**config.mk**
```make
export PLATFORM = sky130hd
export DESIGN_NAME = subnet_dvfs_gov
export DESIGN_NICKNAME = d
export VERILOG_FILES = /design/src/rtl/gov_pkg.sv /design/src/rtl/gov_epoch_timer.sv /design/src/rtl/gov_traffic_acc.sv /design/src/rtl/gov_share_cmp.sv /design/src/rtl/gov_level_ctrl.sv /design/src/rtl/subnet_dvfs_gov.sv
export SDC_FILE = /design/constraint.sdc
export NUM_CORES = 1
export LEC_CHECK = 0
export BUFFER_PORTS_ARGS = -buffer_cell sky130_fd_sc_hd__buf_2
export CAP_MARGIN = 20
export CELL_PAD_IN_SITES_DETAIL_PLACEMENT = 1
export CELL_PAD_IN_SITES_GLOBAL_PLACEMENT = 2
export CORE_ASPECT_RATIO = 1.25
export CORE_UTILIZATION = 40
export CTS_BUF_LIST = sky130_fd_sc_hd__clkbuf_8
export DETAILED_ROUTE_END_ITERATION = 16
export GPL_TIMING_DRIVEN = 0
export PLACE_DENSITY_LB_ADDON = 0.1
export SLEW_MARGIN = 20
export SYNTH_ARGS = -nofsm -noshare
export SYNTH_HDL_FRONTEND = slang
export SYNTH_SLANG_ARGS = --single-unit
```
**constraint.sdc**
```tcl
create_clock -name clk -period 8.6 [get_ports clk]
set_input_delay 1.72 -clock clk [delete_from_list [all_inputs] [get_ports clk]]
set_output_delay 1.72 -clock clk [all_outputs]
set_load 0.02 [all_outputs]
```
**src/rtl/gov_pkg.sv**
```systemverilog
package gov_pkg;
   typedef enum logic [1:0] {
      STEP_HOLD = 2'd0,
      STEP_DOWN = 2'd1,
      STEP_UP   = 2'd2
   } step_e;
endpackage

```
**src/rtl/gov_epoch_timer.sv**
```systemverilog
module gov_epoch_timer #(
   parameter int EPOCH_CYC = 16
) (
   input  logic clk,
   input  logic rst_n,
   output logic tick
);
   localparam int TW = (EPOCH_CYC > 2) ? $clog2(EPOCH_CYC) : 1;

   logic [TW-1:0] cnt_q;

   assign tick = (cnt_q == TW'(EPOCH_CYC - 1));

   always_ff @(posedge clk or negedge rst_n) begin
      if (!rst_n)    cnt_q <= '0;
      else if (tick) cnt_q <= '0;
      else           cnt_q <= cnt_q + 1'b1;
   end
endmodule

```
**src/rtl/gov_traffic_acc.sv**
```systemverilog
module gov_traffic_acc #(
   parameter int INC_W = 8,
   parameter int CNT_W = 16
) (
   input  logic             clk,
   input  logic             rst_n,
   input  logic             tick,
   input  logic [INC_W-1:0] inc,
   output logic [CNT_W-1:0] total
);
   logic [CNT_W-1:0] acc_q;

   // running sum including this cycle's increment
   assign total = acc_q + CNT_W'(inc);

   always_ff @(posedge clk or negedge rst_n) begin
      if (!rst_n)    acc_q <= '0;
      else if (tick) acc_q <= '0;
      else           acc_q <= total;
   end
endmodule

```
**src/rtl/gov_share_cmp.sv**
```systemverilog
module gov_share_cmp
   import gov_pkg::*;
#(
   parameter int CNT_W  = 16,
   parameter int SLOW_W = 40,
   parameter int FAST_W = 88
) (
   input  logic [CNT_W-1:0] slow_tot,
   input  logic [CNT_W-1:0] fast_tot,
   output step_e            step
);
   localparam int MAXW = (SLOW_W > FAST_W) ? SLOW_W : FAST_W;
   localparam int PW   = CNT_W + $clog2(MAXW + 1);

   logic [PW-1:0] slow_scaled;
   logic [PW-1:0] fast_scaled;

   // s/(s+f) vs S/(S+F) reduces to s*F vs f*S
   assign slow_scaled = PW'(slow_tot) * PW'(FAST_W);
   assign fast_scaled = PW'(fast_tot) * PW'(SLOW_W);

   always_comb begin
      if (slow_scaled > fast_scaled)      step = STEP_DOWN;
      else if (slow_scaled < fast_scaled) step = STEP_UP;
      else                                step = STEP_HOLD;
   end
endmodule

```
**src/rtl/gov_level_ctrl.sv**
```systemverilog
module gov_level_ctrl
   import gov_pkg::*;
#(
   parameter int NUM_LEVELS  = 7,
   parameter int RESET_LEVEL = 3,
   parameter int ACT_CYC     = 40000,
   parameter int LVL_W       = 3
) (
   input  logic             clk,
   input  logic             rst_n,
   input  logic             tick,
   input  step_e            step,
   output logic [LVL_W-1:0] level,
   output logic             busy
);
   localparam logic [LVL_W-1:0] TOP_LVL = LVL_W'(NUM_LEVELS - 1);
   localparam logic [LVL_W-1:0] RST_LVL = LVL_W'(RESET_LEVEL);

   logic [LVL_W-1:0] level_d;
   logic             changed;

   always_comb begin
      level_d = level;
      if (tick) begin
         if (step == STEP_DOWN && level != '0)         level_d = level - 1'b1;
         else if (step == STEP_UP && level != TOP_LVL) level_d = level + 1'b1;
      end
   end

   assign changed = (level_d != level);

   always_ff @(posedge clk or negedge rst_n) begin
      if (!rst_n) level <= RST_LVL;
      else        level <= level_d;
   end

   generate
      if (ACT_CYC > 0) begin : g_act
         localparam int BW = $clog2(ACT_CYC + 1);
         logic [BW-1:0] hold_q;
         always_ff @(posedge clk or negedge rst_n) begin
            if (!rst_n)              hold_q <= '0;
            else if (changed)        hold_q <= BW'(ACT_CYC);
            else if (hold_q != '0)   hold_q <= hold_q - 1'b1;
         end
         assign busy = (hold_q != '0);
      end else begin : g_no_act
         assign busy = 1'b0;
      end
   endgenerate
endmodule

```
**src/rtl/subnet_dvfs_gov.sv**
```systemverilog
module subnet_dvfs_gov
   import gov_pkg::*;
#(
   parameter int INC_W       = 8,
   parameter int SLOW_W      = 40,
   parameter int FAST_W      = 88,
   parameter int EPOCH_CYC   = 20000000,
   parameter int ACT_CYC     = 40000,
   parameter int NUM_LEVELS  = 7,
   parameter int RESET_LEVEL = 3
) (
   input  logic                          clk,
   input  logic                          rst_n,
   input  logic [INC_W-1:0]              slow_inc,
   input  logic [INC_W-1:0]              fast_inc,
   output logic [$clog2(NUM_LEVELS)-1:0] level,
   output logic                          busy
);
   localparam int LVL_W = $clog2(NUM_LEVELS);
   localparam int CNT_W = INC_W + $clog2(EPOCH_CYC);

   generate
      if (EPOCH_CYC < 2) begin : g_bad_epoch
         $error("EPOCH_CYC must be at least 2");
      end
      if (ACT_CYC >= EPOCH_CYC) begin : g_bad_act
         $error("ACT_CYC must be shorter than EPOCH_CYC");
      end
      if (NUM_LEVELS < 2) begin : g_bad_levels
         $error("NUM_LEVELS must be at least 2");
      end
      if (RESET_LEVEL < 0 || RESET_LEVEL >= NUM_LEVELS) begin : g_bad_rst
         $error("RESET_LEVEL out of range");
      end
      if (SLOW_W < 1 || FAST_W < 1) begin : g_bad_width
         $error("channel widths must be positive");
      end
   endgenerate

   logic             epoch_tick;
   logic [INC_W-1:0] inc_lane [2];
   logic [CNT_W-1:0] tot_lane [2];
   step_e            step;

   assign inc_lane[0] = slow_inc;
   assign inc_lane[1] = fast_inc;

   gov_epoch_timer #(.EPOCH_CYC(EPOCH_CYC)) u_timer (
      .clk  (clk),
      .rst_n(rst_n),
      .tick (epoch_tick)
   );

   generate
      for (genvar g = 0; g < 2; g++) begin : g_lane
         gov_traffic_acc #(.INC_W(INC_W), .CNT_W(CNT_W)) u_acc (
            .clk  (clk),
            .rst_n(rst_n),
            .tick (epoch_tick),
            .inc  (inc_lane[g]),
            .total(tot_lane[g])
         );
      end
   endgenerate

   gov_share_cmp #(.CNT_W(CNT_W), .SLOW_W(SLOW_W), .FAST_W(FAST_W)) u_cmp (
      .slow_tot(tot_lane[0]),
      .fast_tot(tot_lane[1]),
      .step    (step)
   );

   gov_level_ctrl #(
      .NUM_LEVELS (NUM_LEVELS),
      .RESET_LEVEL(RESET_LEVEL),
      .ACT_CYC    (ACT_CYC),
      .LVL_W      (LVL_W)
   ) u_lvl (
      .clk  (clk),
      .rst_n(rst_n),
      .tick (epoch_tick),
      .step (step),
      .level(level),
      .busy (busy)
   );
endmodule

```
== Word level (Yosys, flattened, before mapping) ==
Index checks and enable logic that the tools add are counted.

* Bits in registers: 110
* Input bits: 18
* Output and inout port bits: 4

* $add $sub $neg: 6
* Multipliers: 2
* Order comparisons: 2
* Equal/unequal tests: 5
* Muxes and demuxes: 10
* Reduce and logical (&&, ||, !) cells: 5

{| class="wikitable"
|+ Operators with widths
! kind !! number
|-
| $add 33x8->33 || 2
|-
| $mux 33 || 2
|-
| $gt 40x39->1 || 1
|-
| $lt 40x39->1 || 1
|-
| $mul 33x4->37 const B || 1
|-
| $mul 33x3->36 const B || 1
|-
| $mux 16 || 2
|-
| $add 25x1->25 const B || 1
|-
| $eq 25x25->1 const B || 1
|-
| $mux 25 || 1
|-
| $reduce_bool 16->1 || 1
|-
| $sub 16x1->16 const B || 1
|-
| $mux 3 || 3
|-
| $mux 2 || 2
|-
| $add 3x1->3 const B || 1
|-
| $ne 3x3->1 || 1
|-
| $ne 3x3->1 const B || 1
|-
| $reduce_bool 3->1 || 1
|-
| $sub 3x1->3 const B || 1
|-
| $eq 2x1->1 const B || 1
|-
| $eq 2x2->1 const B || 1
|-
| $logic_and 1x1->1 || 2
|-
| $reduce_bool 2->1 || 1
|}

== Longest topological paths before layout ==
Gate-level depths: netlist of the first run.

* Depth in word-level cells: 12
* Gate-level depth with buffers: 38
* Mapped depth without buffers: 35

== Modules after synthesis ==
A second synthesis of the first run with hierarchy kept.

* Cells, all modules: 1459
* Area total of the unflattened synthesis: 12739.7 sq um

{| class="wikitable"
|+ By module, submodules not included
! module !! times used !! cells each !! area an instance (sq um)
|-
| gov_share_cmp || 1 || 747 || 5835.6
|-
| gov_traffic_acc || 2 || 236 || 2190.9
|-
| gov_epoch_timer || 1 || 112 || 1277.5
|-
| gov_level_ctrl || 1 || 128 || 1244.9
|}

== Worst setup path before layout of the first run ==
OpenSTA, ideal clock, no wires.

* Path type: input port to flip-flop
* Start point: input port slow_inc[0]
* End point: register u_lvl.g_act.hold_q[1]
* Library setup time: 122 ps
* Arrival time: 8324 ps
* Slack: 154 ps
* Stages on the path: 36
* Cells stage by stage: ha_1 inv_1 fa_1 nor2b_1 o21ai_1 a21oi_1 o21ai_1 a21boi_0 o21a_1 clkbuf_1 o211ai_1 xor2_1 inv_1 ha_1 inv_1 fa_1 inv_1 ha_1 and3_1 a211o_1 a21o_1 a21o_1 a21o_1 a21oi_1 xnor2_1 ha_1 nand4_1 or4_1 a31oi_1 o31a_1 o31ai_1 a31oi_1 o22ai_2 a21oi_2 buf_2 nor2_1

* Word-level cells in the longest chain between the ends: 12

{| class="wikitable"
|+ Ends and longest elaborated chain
! item !! RTL line !! source
|-
| from (decl) || subnet_dvfs_gov.sv:14 || <nowiki>input logic [INC_W-1:0] slow_inc,</nowiki>
|-
| $add 33x8->33 (*) || gov_traffic_acc.sv:14 || <nowiki>assign total = acc_q + CNT_W'(inc);</nowiki>
|-
| $mul 33x4->37 (*) || gov_share_cmp.sv:19 || <nowiki>assign slow_scaled = PW'(slow_tot) * PW'(FAST_W);</nowiki>
|-
| $lt 40x39->1 || gov_share_cmp.sv:24 || <nowiki>else if (slow_scaled < fast_scaled) step = STEP_UP;</nowiki>
|-
| $mux 2 || gov_share_cmp.sv:24 ||
|-
| $mux 2 (*) || gov_share_cmp.sv:23 || <nowiki>if (slow_scaled > fast_scaled) step = STEP_DOWN;</nowiki>
|-
| $eq 2x2->1 || gov_level_ctrl.sv:26 || <nowiki>else if (step == STEP_UP && level != TOP_LVL) level_d = level + 1'b1;</nowiki>
|-
| $logic_and 1x1->1 || gov_level_ctrl.sv:26 ||
|-
| $mux 3 || gov_level_ctrl.sv:26 ||
|-
| $mux 3 (*) || gov_level_ctrl.sv:25 || <nowiki>if (step == STEP_DOWN && level != '0) level_d = level - 1'b1;</nowiki>
|-
| $mux 3 (*) || gov_level_ctrl.sv:24 || <nowiki>if (tick) begin</nowiki>
|-
| $ne 3x3->1 (*) || gov_level_ctrl.sv:30 || <nowiki>assign changed = (level_d != level);</nowiki>
|-
| $mux 16 or $reduce_bool 2->1 (tied branches) || - ||
|-
| to (signal assigned) || gov_level_ctrl.sv:43 || <nowiki>else if (changed) hold_q <= BW'(ACT_CYC);</nowiki>
|-
| to (signal assigned) || gov_level_ctrl.sv:44 || <nowiki>else if (hold_q != '0) hold_q <= hold_q - 1'b1;</nowiki>
|-
| to (decl) || gov_level_ctrl.sv:40 || <nowiki>logic [BW-1:0] hold_q;</nowiki>
|}

Every way passes the cells marked *; elsewhere a longest branch is shown, timed or not.
A chain may end at the register's enable or synchronous reset.

== Worst setup path in the final report of the first run ==
* Start point: input port slow_inc[0]
* End point: register u_lvl.g_act.hold_q[11]

Same word-level chain as after synthesis.

==> metrics.cfg, run 1 <==
[timing]
relSlewSlack_pct=33.3
setup_viol=0
fin_skew_ns=0.0282
finalHoldViolations=0
fin_crit_ns=8.42
timing.final.ws_setup_ns=0.182
maxSlewViolCount=0
worst_pin_slew_ns=1.00
timing.final.crit_share_pct=97.9
fmax_ghz=0.119

[global_route]
grt_pass1_vias=10231
grt_use_total_pct=19.9
grt_pass1_wl_um=48600
grt_antenna_before_repair=0
grt_max_degree=66
grt-ovfl-total=0

[cts]
clk_latency_ns=0.41
cts.clk_slew.worst_paths_ns=0.12
htree_levels=3
cts_sinks=110
numCtsBuffers=9
hold_buffers=0
clk_path_buf_depth=2
cts_tree=done
clockRootBuffer=clkbuf_8

[setup_path]
cp.required_ns=8.88
crit_slowest_cell=or4_4
ff2ff_setup_slack_ns=1.20
cp.arrival_ns=8.70
critPathKind=primary input to flip-flop
critPathLaunchType=primary input
worst_setup_path_end_kind=flip-flop
r2r_end=u_lvl.g_act.hold_q[11]
reg2reg_depth=33
rr_startpoint=g_lane[0].u_acc.acc_q[0]
slowest_delay_ns=0.59
crit_top_cell=a21o_1
path_max_fanout=6

[logic_synthesis]
ys_types=64
synth-seq-area-share_pct=23.4
yosysTopAreaCell=dfrtp_1
ys_top_cells_by_area=dfrtp_1, ha_1, xnor2_1, inv_1, fa_1
synth-async-reset-ratio_pct=100
synth_edf_count=0
synth_warnings=0
synthCells=1396
synth_area_per_cell_sq_um=8.42
ys_top_cells_by_count=inv_1, ha_1, nor2_1
synth-seq-cells=110
syn_area_sq_um=11800
yosysTopAreaCellShare_pct=23.0
synthFlopType=dfrtp_1
syn-num-nets=1637
yosysMostFrequentCell=inv_1

[placement]
gp_congestion=0.813
placed_cell_area_sq_um=12400
dp_hpwl_um=22600
io_buffers=21
pre_cts_ws_ns=-1.94

[min_path]
min_path_type=flip-flop to flip-flop
whs_path_depth=1
worstHoldStart=u_timer.cnt_q[4]
holdPathEnd=u_timer.cnt_q[4]

[finish]
stdcell_area_sq_um=13400
syn_to_final_growth_pct=13.7
layout-drive-gt1-share_pct=11.2
fill_cells=3442
nets=1702

[run]
cap_violations=0

[drt]
vias_per_cell=5.16
wirelength_um=28300
drc=0
first_iter_violations=208
dr.pass1.iters=4
dr_total_vias=9586
ant_nets=0
wl_per_cell_um=15.3

[floorplan]
dieArea_sq_um=30100
die_y_um=194
rows=69
start_util_pct=41.0
ios=22
dieWidth_um=155
fp.coreArea_sq_um=28700

[outcome]
status=complete, no violations

-- kinds of logic after synthesis --
kind of cell	count (synthesis)	synth area share, %
xor gates and xnor gates	146	10.9
and+or+nand+nor	419	17.6
muxes	1	0.0851
DFF	110	23.4
adders and majority gates	223	25.8
AOI/OAI and AO/OA	269	14.9
buffers and inverters	228	7.29
-- stage by stage --
step | TNS (ns) | utilization, % | hold WS (ns) | std cells
6_report | 0 | 46.6 | 0.498 | 1857
5_1_grt | -1.11 | 46.6 | 0.520 | 1856
4_1_cts | 0 | 45.4 | 0.502 | 1841
3_5_place_dp | -34.18 | 43.2 | 0.479 | 1808
2_1_floorplan | 0 | - | 0.448 | 1396
3_3_place_gp | -33.26 | 43.1 | 0.473 | 1807
-- metal layers --
| metal | global-route usage [%] | wire length, um |
|---|---|---|
| met5 | 0 | 0 |
| met4 | 5.92 | 556 |
| met3 | 2.12 | 241 |
| met2 | 36.5 | 14600 |
| met1 | 24.3 | 12900 |
-- cell type report --
type | count | area (sq um) | share of cell area [%]
plain buffers | 18 | 97.6 | 0.730
flip-flops and latches | 110 | 2760 | 20.6
multi-input cells | 1058 | 8650 | 64.7
repair buffers | 57 | 430 | 3.22
well taps | 390 | 488 | 3.65
clock inverters | 7 | 48.8 | 0.365
inverters | 207 | 777 | 5.81
diodes | 1 | 2.50 | 0.0187
clock buffers | 9 | 124 | 0.927
-- worst max-delay path by stage --
stage	from	to	depth (start not counted)
2_1_floorplan	slow_inc[0]	u_lvl.g_act.hold_q[1]	36
3_3_place_gp	slow_inc[1]	u_lvl.g_act.hold_q[11]	35
3_5_place_dp	slow_inc[1]	u_lvl.g_act.hold_q[11]	35
4_1_cts	slow_inc[0]	u_lvl.level[1]	37
5_1_grt	slow_inc[0]	u_lvl.level[0]	37
6_report	slow_inc[0]	u_lvl.g_act.hold_q[11]	34
-- registers in the layout, summed over array words and instances, names as in the netlist --
signal / cells
g_lane.u_acc.acc_q: 66
u_lvl.level: 3
u_lvl.g_act.hold_q: 16
u_timer.cnt_q: 25
-- what timing repair did --
action | 4_1_cts | 5_1_grt
buffers inserted | 16 | 17
endpoints found under the setup margin | 19 | 19
resized for setup | 62 | 46
gates cloned | 1 | 1
pin swaps | 29 | 34
-- worst max-delay path, delay by kind of cell --
| family | cells | cell delay, ns |
|---|---|---|
| AOI/OAI and AO/OA | 16 | 3.19 |
| adders and majority gates | 5 | 1.51 |
| and+or+nand+nor | 6 | 1.51 |
| buffers and inverters | 5 | 0.51 |
| xor gates and xnor gates | 2 | 0.25 |
-- layout by cell type, fill, tap and decap left out, drive strengths merged, types with 4 or more instances in the layout --
cell	n
inv	212
ha	190
nor2	120
dfrtp	108
xnor2	93
nand2	87
a21oi	87
buf	61
o21ai	54
xor2	53
and2	40
nand3	36
fa	33
nor3	32
a21o	31
clkbuf	23
nand4	21
and3	20
o21bai	14
nand2b	14
o21a	12
nor2b	11
a31oi	11
o2111ai	9
o211ai	8
and4	7
a211oi	7
or2	7
nor4	6
or3	5
a211o	4
a41oi	4
o2111a	4
Power of run 1 is left out: the tool's default activity adds up to more than one toggle a clock period on the data nets, which glitch-free logic cannot reach.
==> inputs of run 2 (changes only) <==
- SETUP_SLACK_MARGIN: unset -> 0.5
==> metrics.cfg, run 2 (same netlist as run 1, synthesis figures left out) <==
[outcome]
status=complete, no violations

[setup_path]
cp.required_ns=8.89  ; about the same
worst_setup_path_end_kind=flip-flop
rr_startpoint=g_lane[0].u_acc.acc_q[0]
cp.arrival_ns=8.49  ; -0.21 ns
critPathKind=primary input to flip-flop
crit_top_cell=ha_1
slowest_delay_ns=0.48  ; -0.11 ns
crit_slowest_cell=a2111oi_4
critPathLaunch=fast_inc[0]
critPathLaunchType=primary input
path_max_fanout=8  ; +2

[global_route]
grt_max_degree=66  ; unchanged
grt-ovfl-total=0  ; unchanged
grt_antenna_before_repair=0  ; unchanged
grt_pass1_wl_um=49700  ; +2.3%
grt_use_total_pct=20.2  ; +0.29 points
grt_pass1_vias=10384  ; +1.5%

[timing]
fin_crit_ns=8.21  ; -0.212 ns
worst_pin_slew_ns=0.929  ; -0.0717 ns
whs_ns=0.491  ; -0.00728 ns
maxSlewViolCount=0  ; unchanged
timing.final.crit_share_pct=95.4  ; -2.5 points
fmax_ghz=0.122  ; +2.6%
timing.final.ws_setup_ns=0.394  ; +0.212 ns
setup_tns_ns=0  ; unchanged
rsz0062_at_grt=yes
setup_viol=0  ; unchanged
finalHoldViolations=0  ; unchanged
fin_skew_ns=0.0163  ; -0.0119 ns
relSlewSlack_pct=38.0  ; +4.8 points

[placement]
io_buffers=21  ; unchanged
dp_hpwl_um=22500  ; about the same
placed_cell_area_sq_um=12500  ; +0.99%
pre_cts_ws_ns=-1.50  ; +0.441 ns
gp_congestion=0.796  ; -2.2%

[finish]
diodes=0  ; -1
largest_reg_flops=66  ; unchanged
layout_common_cells=inv_1, ha_1, nor2_1, dfrtp_1, nand2_1
nets=1723  ; +1.2%
syn_to_final_growth_pct=17.1
top_regs=g_lane.u_acc.acc_q (66), u_timer.cnt_q (25), u_lvl.g_act.hold_q (16)
top_register=g_lane.u_acc.acc_q
final_common_cell=inv_1
stdcell_area_sq_um=13800  ; +3.0%
layout-drive-gt1-share_pct=13.9  ; +2.7 points
fill_cells=3417  ; -0.73%

[drt]
dr.pass1.iters=4  ; unchanged
wirelength_um=28600  ; +0.92%
drc=0  ; unchanged
vias_per_cell=5.14  ; -0.52%
wl_per_cell_um=15.2  ; -0.10%
ant_nets=0  ; unchanged
first_iter_violations=320  ; +54%
dr_total_vias=9634  ; +0.50%

[floorplan]
rows=69  ; unchanged
fp.coreArea_sq_um=28700  ; unchanged
die_y_um=194  ; unchanged
start_util_pct=41.0  ; unchanged
dieArea_sq_um=30100  ; unchanged
dieWidth_um=155  ; unchanged
ios=22  ; unchanged

[cts]
cts_sinks=110  ; unchanged
hold_buffers=0  ; unchanged
cts.clk_slew.worst_paths_ns=0.11  ; about the same
clockRootBuffer=clkbuf_8
cts_tree=done
htree_levels=3  ; unchanged
numCtsBuffers=9  ; unchanged
clk_path_buf_depth=2  ; unchanged
clk_latency_ns=0.41  ; about the same

[run]
cap_violations=0  ; unchanged

[min_path]
worstHoldStart=u_timer.cnt_q[6]
min_path_type=flip-flop to flip-flop

-- run 2: cell count changes in the layout (fill, tap and decap cells not counted), sizes merged --
cell and change:
buf +18, clkbuf +4, bufinv +2, inv -2, clkinv -1, clkinvlp -1
diode -1
-- run 2: layer usage --
layer	global-route usage, %	up-vias	wire [um]
met1	24.9	4662	12800
met2	37.1	52	14900
li1	-	4892	-
met4	5.30	0	508
met3	2.15	28	376
met5	0	-	0
-- run 2: critical path: cells and delay by family --
kind / cells / cell delay (ns)
compound gates: 16 / 3.38
xor+xnor: 1 / 0.23
fa+ha+maj: 5 / 1.57
buf+inv: 1 / 0.10
simple gates: 8 / 1.50
-- run 2: layout make-up --
cell class / count / area, sq um / area share (%)
plain buffers: 21 / 131 / 0.954
inverters: 207 / 777 / 5.64
multi-input cells: 1058 / 8830 / 64.1
repair buffers: 75 / 571 / 4.14
flip-flops and latches: 110 / 2760 / 20.0
clock inverters: 5 / 81.3 / 0.591
clock buffers: 10 / 138 / 1.00
well taps: 390 / 488 / 3.54
-- run 2: final timing paths --
check,slack (ns),cells after the start,endpoint
max in group asynchronous,6.67,2,u_lvl.level[0]
max,0.39,31,u_lvl.g_act.hold_q[11]
min reg2reg,0.49,1,u_timer.cnt_q[6]
min in group asynchronous,1.22,1,u_timer.cnt_q[4]
max reg2reg,1.40,36,u_lvl.g_act.hold_q[11]
min,0.49,1,u_timer.cnt_q[6]
-- run 2: through the flow --
step | instances | utilization (%)
6_report | 1876 | 48.0
3_3_place_gp | 1807 | 43.5
2_1_floorplan | 1396 | -
3_5_place_dp | 1808 | 43.6
5_1_grt | 1876 | 48.0
4_1_cts | 1861 | 47.2
-- run 2: timing repair --
item,4_1_cts,5_1_grt
gates cloned,1,0
endpoints found under the setup margin,19,19
gates resized for setup,90,33
buffers inserted,37,15
pin swaps,70,30
Power of run 2 is left out for the same reason.
